File: src/rtl/bl_pwm_pkg.sv
package bl_pwm_pkg;

    // default geometry
    localparam int unsigned CNT_W_DEF      = 16;
    localparam int unsigned ADDR_W_DEF     = 2;
    localparam int unsigned STEP_SHORT_DEF = 16;
    localparam int unsigned STEP_LONG_DEF  = 128;

    // register addresses
    localparam int unsigned ADDR_CTRL  = 0;
    localparam int unsigned ADDR_STAGE = 1;
    localparam int unsigned ADDR_LIVE  = 2;

    // control word bit positions
    localparam int unsigned BIT_EN   = 31;
    localparam int unsigned BIT_LOC  = 30;
    localparam int unsigned BIT_POL  = 29;
    localparam int unsigned BIT_LONG = 0;

    typedef struct packed {
        logic en;        // generator running
        logic loc;       // use local duty instead of ext_duty
        logic pol;       // active-low output when set
        logic step_long; // 128-cycle step when set
    } ctrl_t;

endpackage

File: src/rtl/bl_pwm_regs.sv
module bl_pwm_regs
    import bl_pwm_pkg::*;
#(
    parameter int unsigned CNT_W  = CNT_W_DEF,
    parameter int unsigned ADDR_W = ADDR_W_DEF,
    localparam int unsigned DATA_W = 2 * CNT_W
) (
    input  logic              clk,
    input  logic              rst_n,
    input  logic [ADDR_W-1:0] addr,
    input  logic              we,
    input  logic [DATA_W-1:0] wdata,
    output logic [DATA_W-1:0] rdata,
    input  logic [CNT_W-1:0]  live_per,
    input  logic [CNT_W-1:0]  live_duty,
    output ctrl_t             ctrl,
    output logic [CNT_W-1:0]  stg_per,
    output logic [CNT_W-1:0]  stg_duty
);

    typedef struct packed {
        ctrl_t            ctrl;
        logic [CNT_W-1:0] per;
        logic [CNT_W-1:0] duty;
    } reg_state_t;

    reg_state_t r_d, r_q;

    always_comb begin
        r_d = r_q;
        if (we) begin
            if (addr == ADDR_W'(ADDR_CTRL)) begin
                r_d.ctrl.en        = wdata[BIT_EN];
                r_d.ctrl.loc       = wdata[BIT_LOC];
                r_d.ctrl.pol       = wdata[BIT_POL];
                r_d.ctrl.step_long = wdata[BIT_LONG];
            end else if (addr == ADDR_W'(ADDR_STAGE)) begin
                r_d.per  = wdata[DATA_W-1:CNT_W];
                r_d.duty = wdata[CNT_W-1:0];
            end
        end
    end

    always_ff @(posedge clk) begin
        if (!rst_n) r_q <= '0;
        else        r_q <= r_d;
    end

    // combinational readback
    always_comb begin
        rdata = '0;
        if (addr == ADDR_W'(ADDR_CTRL)) begin
            rdata[BIT_EN]   = r_q.ctrl.en;
            rdata[BIT_LOC]  = r_q.ctrl.loc;
            rdata[BIT_POL]  = r_q.ctrl.pol;
            rdata[BIT_LONG] = r_q.ctrl.step_long;
        end else if (addr == ADDR_W'(ADDR_STAGE)) begin
            rdata = {r_q.per, r_q.duty};
        end else if (addr == ADDR_W'(ADDR_LIVE)) begin
            rdata = {live_per, live_duty};
        end
    end

    assign ctrl     = r_q.ctrl;
    assign stg_per  = r_q.per;
    assign stg_duty = r_q.duty;

endmodule

File: src/rtl/bl_pwm_timebase.sv
module bl_pwm_timebase #(
    parameter int unsigned CNT_W      = bl_pwm_pkg::CNT_W_DEF,
    parameter int unsigned STEP_SHORT = bl_pwm_pkg::STEP_SHORT_DEF,
    parameter int unsigned STEP_LONG  = bl_pwm_pkg::STEP_LONG_DEF,
    localparam int unsigned PRE_W     = $clog2(STEP_LONG)
) (
    input  logic             clk,
    input  logic             rst_n,
    input  logic             en,
    input  logic             stg_long,
    input  logic [CNT_W-1:0] stg_per,
    input  logic [CNT_W-1:0] duty_sel,
    output logic             running,
    output logic             load,
    output logic [PRE_W-1:0] pre,
    output logic             live_long,
    output logic [CNT_W-1:0] cnt,
    output logic [CNT_W-1:0] live_per,
    output logic [CNT_W-1:0] live_duty
);

    typedef struct packed {
        logic [PRE_W-1:0] pre;
        logic [CNT_W-1:0] cnt;
        logic [CNT_W-1:0] per;
        logic [CNT_W-1:0] duty;
        logic             lng;
    } tb_state_t;

    tb_state_t t_d, t_q;

    logic [PRE_W-1:0] step_last;
    logic             step_end;
    logic             period_end;

    assign step_last  = t_q.lng ? PRE_W'(STEP_LONG - 1) : PRE_W'(STEP_SHORT - 1);
    assign running    = en && (t_q.per != '0);
    assign step_end   = (t_q.pre == step_last);
    assign period_end = step_end && (t_q.cnt == t_q.per - CNT_W'(1));
    assign load       = !running || period_end;

    always_comb begin
        t_d = t_q;
        if (!running) begin
            t_d.pre = '0;
            t_d.cnt = '0;
        end else if (step_end) begin
            t_d.pre = '0;
            t_d.cnt = period_end ? '0 : t_q.cnt + CNT_W'(1);
        end else begin
            t_d.pre = t_q.pre + PRE_W'(1);
        end
        // shadow transfer at a period boundary or while stopped
        if (load) begin
            t_d.per  = stg_per;
            t_d.duty = duty_sel;
            t_d.lng  = stg_long;
        end
    end

    always_ff @(posedge clk) begin
        if (!rst_n) t_q <= '0;
        else        t_q <= t_d;
    end

    assign pre       = t_q.pre;
    assign cnt       = t_q.cnt;
    assign live_per  = t_q.per;
    assign live_duty = t_q.duty;
    assign live_long = t_q.lng;

endmodule

File: src/rtl/bl_pwm_outstage.sv
module bl_pwm_outstage #(
    parameter int unsigned CNT_W = bl_pwm_pkg::CNT_W_DEF
) (
    input  logic             clk,
    input  logic             rst_n,
    input  logic             running,
    input  logic             pol,
    input  logic [CNT_W-1:0] cnt,
    input  logic [CNT_W-1:0] duty,
    output logic             pwm
);

    typedef struct packed {
        logic pwm;
    } out_state_t;

    out_state_t o_d, o_q;

    always_comb begin
        o_d     = o_q;
        o_d.pwm = pol ^ (running && (cnt < duty));
    end

    always_ff @(posedge clk) begin
        if (!rst_n) o_q <= '0;
        else        o_q <= o_d;
    end

    assign pwm = o_q.pwm;

endmodule

File: src/rtl/bl_pwm_top.sv
module bl_pwm_top
    import bl_pwm_pkg::*;
#(
    parameter int unsigned CNT_W      = CNT_W_DEF,
    parameter int unsigned ADDR_W     = ADDR_W_DEF,
    parameter int unsigned STEP_SHORT = STEP_SHORT_DEF,
    parameter int unsigned STEP_LONG  = STEP_LONG_DEF,
    localparam int unsigned DATA_W    = 2 * CNT_W,
    localparam int unsigned PRE_W     = $clog2(STEP_LONG)
) (
    input  logic              clk,
    input  logic              rst_n,
    input  logic [ADDR_W-1:0] reg_addr,
    input  logic              reg_we,
    input  logic [DATA_W-1:0] reg_wdata,
    output logic [DATA_W-1:0] reg_rdata,
    input  logic [CNT_W-1:0]  ext_duty,
    output logic              pwm_out
);

    ctrl_t            ctrl;
    logic [CNT_W-1:0] stg_per, stg_duty, duty_sel;
    logic [CNT_W-1:0] live_per, live_duty, cnt;
    logic [PRE_W-1:0] pre;
    logic             running, load, live_long;
    logic             en_w, pol_w;

    assign en_w     = ctrl.en;
    assign pol_w    = ctrl.pol;
    assign duty_sel = ctrl.loc ? stg_duty : ext_duty;

    bl_pwm_regs #(.CNT_W(CNT_W), .ADDR_W(ADDR_W)) u_regs (
        .clk      (clk),
        .rst_n    (rst_n),
        .addr     (reg_addr),
        .we       (reg_we),
        .wdata    (reg_wdata),
        .rdata    (reg_rdata),
        .live_per (live_per),
        .live_duty(live_duty),
        .ctrl     (ctrl),
        .stg_per  (stg_per),
        .stg_duty (stg_duty)
    );

    bl_pwm_timebase #(.CNT_W(CNT_W), .STEP_SHORT(STEP_SHORT), .STEP_LONG(STEP_LONG)) u_tbase (
        .clk      (clk),
        .rst_n    (rst_n),
        .en       (en_w),
        .stg_long (ctrl.step_long),
        .stg_per  (stg_per),
        .duty_sel (duty_sel),
        .running  (running),
        .load     (load),
        .pre      (pre),
        .live_long(live_long),
        .cnt      (cnt),
        .live_per (live_per),
        .live_duty(live_duty)
    );

    bl_pwm_outstage #(.CNT_W(CNT_W)) u_out (
        .clk    (clk),
        .rst_n  (rst_n),
        .running(running),
        .pol    (pol_w),
        .cnt    (cnt),
        .duty   (live_duty),
        .pwm    (pwm_out)
    );

endmodule

File: config.mk
export PLATFORM = sky130hd
export DESIGN_NAME = bl_pwm_top
export DESIGN_NICKNAME = d
export VERILOG_FILES = /design/src/rtl/bl_pwm_pkg.sv /design/src/rtl/bl_pwm_regs.sv /design/src/rtl/bl_pwm_timebase.sv /design/src/rtl/bl_pwm_outstage.sv /design/src/rtl/bl_pwm_top.sv
export SDC_FILE = /design/constraint.sdc
export NUM_CORES = 1
export LEC_CHECK = 0
export ABC_CLOCK_PERIOD_IN_PS = 5750
export BUFFER_PORTS_ARGS = -buffer_cell sky130_fd_sc_hd__buf_2
export CORE_MARGIN = 2
export CORE_UTILIZATION = 30
export CTS_CLUSTER_SIZE = 40
export DETAILED_ROUTE_END_ITERATION = 8
export SETUP_SLACK_MARGIN = 0.2
export SLEW_MARGIN = 0
export SYNTH_ARGS = -nofsm -noshare
export SYNTH_HDL_FRONTEND = slang
export SYNTH_SLANG_ARGS = --single-unit
export TNS_END_PERCENT = 50
File: constraint.sdc
create_clock -name clk -period 5.75 [get_ports clk]
set_clock_uncertainty 0.05 [all_clocks]
set_input_delay 0.2875 -clock clk [delete_from_list [all_inputs] [get_ports clk]]
set_output_delay 0.2875 -clock clk [all_outputs]
set_load 0.02 [all_outputs]
* Word level (Yosys, flattened, before mapping)
Index checks and enable logic that the tools add are counted.
** Word-level totals
- Register bits after elaboration :: 93
- Output and inout bits :: 33
** Operators by class
- Bitwise gates (word level) :: 4
- Magnitude comparators :: 1
- Muxes and demuxes :: 8
- Equal/unequal tests :: 4
- Reductions and logical operators :: 11
- Add/sub/neg operators :: 3
** Operators with widths (count)
- 2-to-1 mux 32 bit :: 2
- 2-to-1 mux 16 bit :: 2
- 2-to-1 mux 28 bit :: 1
- adder 16 x 1 -> 16 bit (second input constant) :: 1
- == test 16 bit :: 1
- less-than comparator 16 bit :: 1
- nonzero test 16 bit :: 1
- subtractor 16 x 1 -> 16 bit (second input constant) :: 1
- adder 7 x 1 -> 7 bit (second input constant) :: 1
- == test 7 bit :: 1
- 2-to-1 mux 7 bit :: 1
- AND reduction 2 bit :: 2
- logical AND 1 bit :: 3
- 2-to-1 mux 3 bit :: 1
- NOT 1 bit :: 3
- AND reduction 3 bit :: 1
- OR reduction 3 bit :: 1
- == test 2 x 1 -> 1 bit (second input constant) :: 1
- == test 2 bit (second input constant) :: 1
- zero test 2 bit :: 1
- zero test 1 bit :: 1
- logical OR 1 bit :: 1
- 2-to-1 mux 1 bit :: 1
- bitwise XOR 1 bit :: 1

* Logic depth before layout (Yosys ltp)
Gate-level depths: netlist of the first run.
- Word-level depth :: 4
- Mapped depth :: 12

* Cells and area by module
Synthesis of the first run repeated with hierarchy kept, for this count alone.
** Second synthesis, totals
- Cell total of the unflattened synthesis :: 651
- Area, all modules :: 5664.2 µm²
** Modules (own cells, without submodules)
- bl_pwm_timebase :: sequential area each 1121.1 µm², times used 1, area an instance 3129.3 µm², cells each 375
- bl_pwm_regs :: sequential area each 720.7 µm², times used 1, area an instance 1820.5 µm², cells each 201
- bl_pwm_outstage :: sequential area each 20.0 µm², times used 1, area an instance 465.4 µm², cells each 57
- bl_pwm_top :: sequential area each 0.0 µm², times used 1, area an instance 249.0 µm², cells each 18

* Worst setup path before layout of the first run
OpenSTA, ideal clock, no wires.
- Kind :: reg-to-reg
- From :: register u_tbase.t_q (netlist bit u_tbase.live_per[0])
- To :: register u_tbase.t_q (netlist bit u_tbase.live_duty[13])
- Library setup time :: 0.088 ns
- Slack :: 2.862 ns
- Arrival time :: 2.750 ns
- Period minus slack after synthesis :: 2.888 ns
- Cell stages (with the launch flop) :: 13
- Buffers on the path :: 3
- Required time :: 5.612 ns
- Cell sequence :: dfxtp_1 > clkbuf_1 > inv_1 > ha_1 > or4bb_1 > a222oi_1 > nand4_1 > a2111oi_4 > nand4_2 > and2_4 > buf_6 > buf_6 > o32ai_2
** On the way
- Word-level cells in the longest chain between the ends :: 4
- Elaborated cells between the ends (all ways) :: 7
- Those cells by class :: add/sub (1); eq/ne (1); reduce/logical (5)
** Ends and longest elaborated chain
- start, declared :: RTL line bl_pwm_timebase.sv:30 : tb_state_t t_d, t_q;
- start signal, assigned :: RTL line bl_pwm_timebase.sv:63 : else t_q <= t_d;
- subtractor 16 x 1 -> 16 bit or nonzero test 16 bit (tied branches) :: RTL line bl_pwm_timebase.sv:39, bl_pwm_timebase.sv:37
- == test 16 bit or logical AND 1 bit (tied branches) :: RTL line bl_pwm_timebase.sv:39, bl_pwm_timebase.sv:37
- logical AND 1 bit or zero test 1 bit (tied branches) :: RTL line bl_pwm_timebase.sv:39, bl_pwm_timebase.sv:40
- logical OR 1 bit (*) :: RTL line bl_pwm_timebase.sv:40 : assign load = !running || period_end;
Every way passes the cells marked *; elsewhere a longest branch is shown, timed or not.
A chain may end at the register's enable or synchronous reset.

* Final worst setup path of the first run
- From :: register u_tbase.t_q (netlist bit u_tbase.live_per[0])
- To :: register u_tbase.t_q (netlist bit u_tbase.live_duty[2])
Same word-level chain as after synthesis.

==> results of run 1 <==
worst max-delay path, cell delays in order (launching register included):
cell,delay [ns]
dfxtp_1,0.38
inv_1,0.11
ha_1,0.27
or4bb_1,0.51
a222oi_1,0.31
nand4_1,0.18
a2111oi_4,0.23
nand4_2,0.19
nand3_1,0.12
buf_4,0.38
o32ai_1,0.16
sequential cells by signal, indices dropped and copies added, names as in the netlist:
name	cells
u_tbase.cnt	16
u_tbase.live_per	16
u_tbase.pre	7
u_tbase.live_long	1
u_regs.ctrl	4
u_regs.stg_duty	16
u_out.pwm	1
u_regs.stg_per	16
u_tbase.live_duty	16
synth_stat cells, types with 3 or more instances:
master	number
buf_2	4
and2_1	3
nor3_1	4
nand2b_1	4
a22o_1	29
a211oi_1	4
buf_6	5
inv_1	20
a21oi_1	40
o211ai_1	3
nand4_1	13
o21ai_0	8
nand3_1	11
clkbuf_1	28
ha_1	18
nor2_1	37
xnor2_1	14
o32ai_1	3
dfxtp_1	93
a21o_1	5
xor2_1	23
mux2i_1	40
and3_1	4
nor4_1	4
o32ai_2	13
nor2b_1	5
nand2_1	119
where the power goes:
group / internal (mW) / total [mW] / leakage (nW) / switching (mW)
Clock: 0.297 / 0.536 / 0.123 / 0.239
Combinational: 0.0679 / 0.160 / 1.42 / 0.0916
Sequential: 0.663 / 0.680 / 0.756 / 0.0172
Total: 1.03 / 1.38 / 2.30 / 0.348
cells by family (layout without fill, tap and decap cells):
family                   count (synthesis)  after routing  share of synthesized area
AO/OA/AOI/OAI                          117            117                      0.188
XOR/XNOR                                37             37                     0.0641
adder cells (fa/ha/maj)                 18             18                     0.0445
buffers and inverters                   61            125                     0.0539
flip-flops                              93             93                      0.368
multiplexers                            41             41                     0.0814
AND/OR/NAND/NOR                        220            220                      0.199
metal layers:
| layer | routed length [um] | share of wire |
|---|---|---|
| met5 | 0 | 0 |
| met4 | 313 | 0.024 |
| met3 | 646 | 0.050 |
| met2 | 5600 | 0.43 |
| met1 | 6480 | 0.50 |
worst min path at each step:
stage / from / end / cells past startpoint
after floorplan: u_tbase.pre[0] / u_tbase.pre[0] / 1
after global placement: u_tbase.pre[0] / u_tbase.pre[0] / 1
after detailed placement: u_tbase.pre[0] / u_tbase.pre[0] / 1
after CTS: reg_wdata[18] / u_regs.stg_per[2] / 3
after global routing: reg_wdata[11] / u_regs.stg_duty[11] / 3
final: reg_wdata[18] / u_regs.stg_per[2] / 3
through the flow:
stage,total power [mW],hold slack (ns)
detailed placement,0.853,0.398
finish,1.38,0.126
CTS,1.39,0.113
global placement,0.853,0.379
global route,1.44,0.127
floorplan,0.802,0.363
layout make-up:
class | instances | share of cell area
multi-input cells | 433 | 0.499
flip-flops and latches | 93 | 0.317
repair buffers | 91 | 0.0802
well taps | 220 | 0.0469
clock buffers | 11 | 0.0414
inverters | 21 | 0.0134
clock inverters | 2 | 0.00213
==> metrics.yaml, run 1 <==
clock_tree:
  cts_buffer_depth: 2
  worst_skew_pair.late_latency_ns: 0.34
  cts_root_buffer: "clkbuf_16"
  cts_max_level: 3
  ctsResizeCount: 0
  postCtsSetupBuffers: 0
  clock-sinks: 93
  clk_pin_slew_ns: 0.06
  cts_hold_buffers: 0
  cts_tree: "done"
  cts_buffers: 9
status:
  outcome: "finished clean"
placed_design:
  dp_hpwl_um: 9460
  pre_cts_slack_ns: 2.70
  gp_congestion: 0.887
  io_buffers: 85
  placed_cells: 858
  dpl_cell_area_um2: 5610
sta:
  setup_slack_ns: 2.69
  min_period_over_period: 0.532
  final.setup.tns_ns: 0
  fmax_mhz: 327
  fin_crit_ns: 3.06
  rsz0062_at_grt: "no"
  finalSetupViolCount: 0
  max_slew_margin: 0.271
  worstMarginPinSlew_ns: 1.09
  finalHoldViolations: 0
  slew_violations: 0
routing:
  drc: 0
  totalWireLength_um: 13000
  wl_per_cell_um: 15.0
  drt_iter0_drc: 285
  vias: 4358
  dr.pass1.iters: 5
  via_per_inst: 5.00
  ant_nets: 0
synthesis:
  synth_ff_type: "dfxtp_1"
  ys_seq_area_frac: 0.368
  avgSynthCellArea_um2: 8.61
  syn-num-nets: 658
  synth_area_leader_cell: "dfxtp_1"
  netlist_top_cells_area: "dfxtp_1, nand2_1, mux2i_1"
  ys_types: 55
  ys_seq_elements: 93
  netlist_instances: 587
  ys_warn_count: 0
  synth_top_area_share: 0.368
  ys_async_sr_fraction: 0
  synth_edf_count: 0
  netlist_area_um2: 5060
cells_and_area:
  stdcell_area_um2: 5870
  fin_nets: 720
  mostFrequentLayoutCell: "nand2_1"
  layout_common_cells: "nand2_1, dfxtp_1, buf_2"
  seqCellArea_um2: 1860
  diodes: 0
  final_cells: 871
  nFillCells: 1691
  drive_above_1_share: 0.198
  area_growth_pct: 16.1
  multi_input_area_um2: 2930
  finish.utilization: 0.355
critical_path:
  cp-endpoint: "u_tbase.live_duty[2]"
  cp.required_ns: 5.88
  crit-reg2reg-launch: "u_tbase.live_per[0]"
  arrival_ns: 3.19
  end_kind: "register"
  ff2ff_path_depth: 10
  path_class: "register to register"
  worstPathMaxFanout: 30
  reg2reg_to: "u_tbase.live_duty[2]"
  crit_start: "u_tbase.live_per[0]"
  r2r_slack_ns: 2.69
  start_kind: "register"
power:
  vdd_drop_max_mv: 0.159
  leakage_nw: 2.30
  pwr_density_cell_nw_per_um2: 234
die:
  fp.dieH_um: 134
  die_area_um2: 17900
  start_util: 0.306
  die_w_um: 134
  io_pins: 86
  core_area_um2: 16500
  rows: 47
grt:
  grtUsageTotal: 0.148
  grt_antenna_before_repair: 0
  grtUsageMet1: 0.206
  use_met2: 0.222
  grt_start_max_net_pins: 54
  grt_pass1_vias: 4240
  grt_use_met3: 0.0317
  grt.overflow.total: 0
  grt_pass1_wl_um: 21400
  top_usage_layer: "met2"
run:
  cap_violations: 0
min_path:
  hold_class: "input pin to register"
Note: power is estimated with default switching activity, not from simulation.
==> run 2, diff against run 1 <==
- ABC_CLOCK_PERIOD_IN_PS: 5750 -> 2500
- clock period: 5.75 -> 2.5 ns (I/O delays scaled with it)
==> run 2 against run 1 <==
The run now ends with negative setup slack left. Combinational power rose to 2.8 times the previous value. Setup slack got worse by 2.7 ns. Cell area rose by 14%. Sequential share of layout area fell by 3.9 points. Via count rose by 7.5%. Count of clock-buffer cells in the layout did not move. Maximum frequency rose by 21%. Largest cell class unchanged. Largest power group unchanged. Highest routed layer unchanged.
==> metrics.yaml, run 2 (synthesis results as in run 1) <==
power:
  leakage_nw: 2.73
  pwr-share-seq: 0.468
  p_int_mw: 2.47
  totalPowerFinal_mw: 3.32
  p_clk_frac: 0.399
  pwr_density_cell_nw_per_um2: 496
  combPwrFrac: 0.133
  vdd_drop_max_mv: 0.307
  switching_share: 0.258
  switchingPower_mw: 0.858
clock_tree:
  clock-sinks: 93
  worst_skew_pair.late_latency_ns: 0.34
  cts_max_level: 3
  cts_root_buffer: "clkbuf_16"
  clk_pin_slew_ns: 0.07
  cts_buffers: 9
  cts_buffer_depth: 2
  cts_tree: "done"
critical_path:
  worstPathMaxFanout: 8
  path_cells: "inv_2, ha_4, or4bb_1, a222oi_1, nand4_1, a2111oi_4, nand4_2, buf_6, nand3_4, clkbuf_16, o32ai_1"
  start_kind: "register"
  crit-reg2reg-launch: "u_tbase.live_per[1]"
  cpMaxStageDelayCell: "or4bb_1"
  path_class: "register to register"
  ff2ff_path_depth: 11
  critPathMaxStageDelay_ns: 0.39
  reg2reg_to: "u_tbase.live_duty[2]"
  crit_start: "u_tbase.live_per[1]"
  arrival_ns: 2.69
  cp-endpoint: "u_tbase.live_duty[2]"
  r2r_slack_ns: -0.04
  end_kind: "register"
  cp.required_ns: 2.65
die:
  io_pins: 86
  core_area_um2: 16500
  rows: 47
  fp.dieH_um: 134
  die_area_um2: 17900
  die_w_um: 134
  start_util: 0.306
routing:
  dr.pass1.iters: 6
  vias: 4685
  drc: 0
  ant_nets: 0
  drt_iter0_drc: 246
  totalWireLength_um: 13700
  wl_per_cell_um: 14.4
  via_per_inst: 4.91
grt:
  grt_pass1_wl_um: 22500
  grtUsageMet1: 0.213
  grt.overflow.total: 0
  grt_start_max_net_pins: 38
  grt_antenna_before_repair: 0
  top_usage_layer: "met2"
  grtUsageTotal: 0.155
  use_met2: 0.248
  grt_pass1_vias: 4467
  grt_use_met3: 0.0299
cells_and_area:
  fin_nets: 800
  layout_common_cells: "nand2_1, dfxtp_1, buf_2"
  seqCellArea_um2: 1860
  diodes: 0
  area_growth_pct: 32.5
  mostFrequentLayoutCell: "nand2_1"
  nFillCells: 1673
  drive_above_1_share: 0.266
  multi_input_area_um2: 2980
  finish.utilization: 0.406
sta:
  finalHoldViolations: 0
  finalSetupViolCount: 16
  rsz0062_at_grt: "yes"
  max_slew_margin: 0.466
  worstMarginPinSlew_ns: 0.800
  setup_slack_ns: -0.0371
  min_period_over_period: 1.01
  slew_violations: 0
  fin_crit_ns: 2.54
  fmax_mhz: 394
  final.setup.tns_ns: -0.385
min_path:
  hold_class: "input pin to register"
run:
  cap_violations: 0
placed_design:
  dp_hpwl_um: 10100
  io_buffers: 85
  gp_congestion: 0.888
status:
  outcome: "finished, violations left"
  violations: "negative setup slack"
==> run 2: cell count changes in the layout (fill, tap and decap cells not counted), moves of 3 or more <==
cell	change
buf_4	+44
dlygate4sd3_1	+29
buf_12	+3
inv_1	-3
==> run 2: what timing repair did <==
item | CTS | global route
gates cloned | 0 | 1
setup buffers | 2 | 2
endpoints found under the hold margin | 33 | 0
hold buffers | 29 | 0
gates resized for setup | 7 | 8
endpoints found under the setup margin | 50 | 50
pin swaps | 8 | 16
==> run 2: metal layers <==
layer	routed length (um)	up-vias
li1	-	2349
met1	6660	2201
met2	6270	117
met3	617	18
met4	197	0
met5	0	-
==> run 2: power by group through the flow <==
| stage | Combinational, mW | Sequential, mW | Clock (mW) |
|---|---|---|---|
| 2_1_floorplan | 0.268 | 1.58 | 0 |
| 3_3_place_gp | 0.398 | 1.59 | 0 |
| 3_5_place_dp | 0.400 | 1.59 | 0 |
| 4_1_cts | 0.438 | 1.56 | 1.36 |
| 5_1_grt | 0.486 | 1.56 | 1.41 |
| 6_report | 0.441 | 1.56 | 1.33 |
==> run 2: through the flow <==
stage / instance area [um2] / cells / hold WS, ns / setup slack, ns
after floorplan: 5090 / 587 / 0.211 / -0.138
after global placement: 6010 / 904 / 0.319 / -0.100
after detailed placement: 6010 / 904 / 0.322 / -0.149
after CTS: 6620 / 951 / 0.0244 / -0.0420
after global routing: 6700 / 954 / 0.0415 / -0.158
final: 6700 / 954 / 0.0353 / -0.0371
==> run 2: worst min-delay path by stage <==
| stage | from | end | slack [ns] | cells after the start |
|---|---|---|---|---|
| after floorplan | reg_wdata[0] | u_regs.stg_duty[0] | 0.21 | 2 |
| after global placement | reg_wdata[19] | u_regs.stg_per[3] | 0.32 | 3 |
| after detailed placement | reg_wdata[19] | u_regs.stg_per[3] | 0.32 | 3 |
| after CTS | reg_wdata[12] | u_regs.stg_duty[12] | 0.02 | 3 |
| after global routing | reg_wdata[12] | u_regs.stg_duty[12] | 0.04 | 3 |
| final | reg_wdata[12] | u_regs.stg_duty[12] | 0.04 | 3 |
==> run 2: layout make-up <==
class	count	share of cell area
Clock buffer	11	0.0377
Tap cell	220	0.0411
Multi-Input combinational cell	433	0.445
Clock inverter	5	0.00504
Timing Repair Buffer	171	0.181
Inverter	21	0.0121
Sequential cell	93	0.278
==> run 2: critical path: cells and delay by family, from the launching register on <==
kind	cells	cell delay, ns
flip-flops	1	0.32
adder cells (fa/ha/maj)	1	0.13
AND/OR/NAND/NOR	4	0.86
buffers and inverters	3	0.40
AO/OA/AOI/OAI	3	0.63
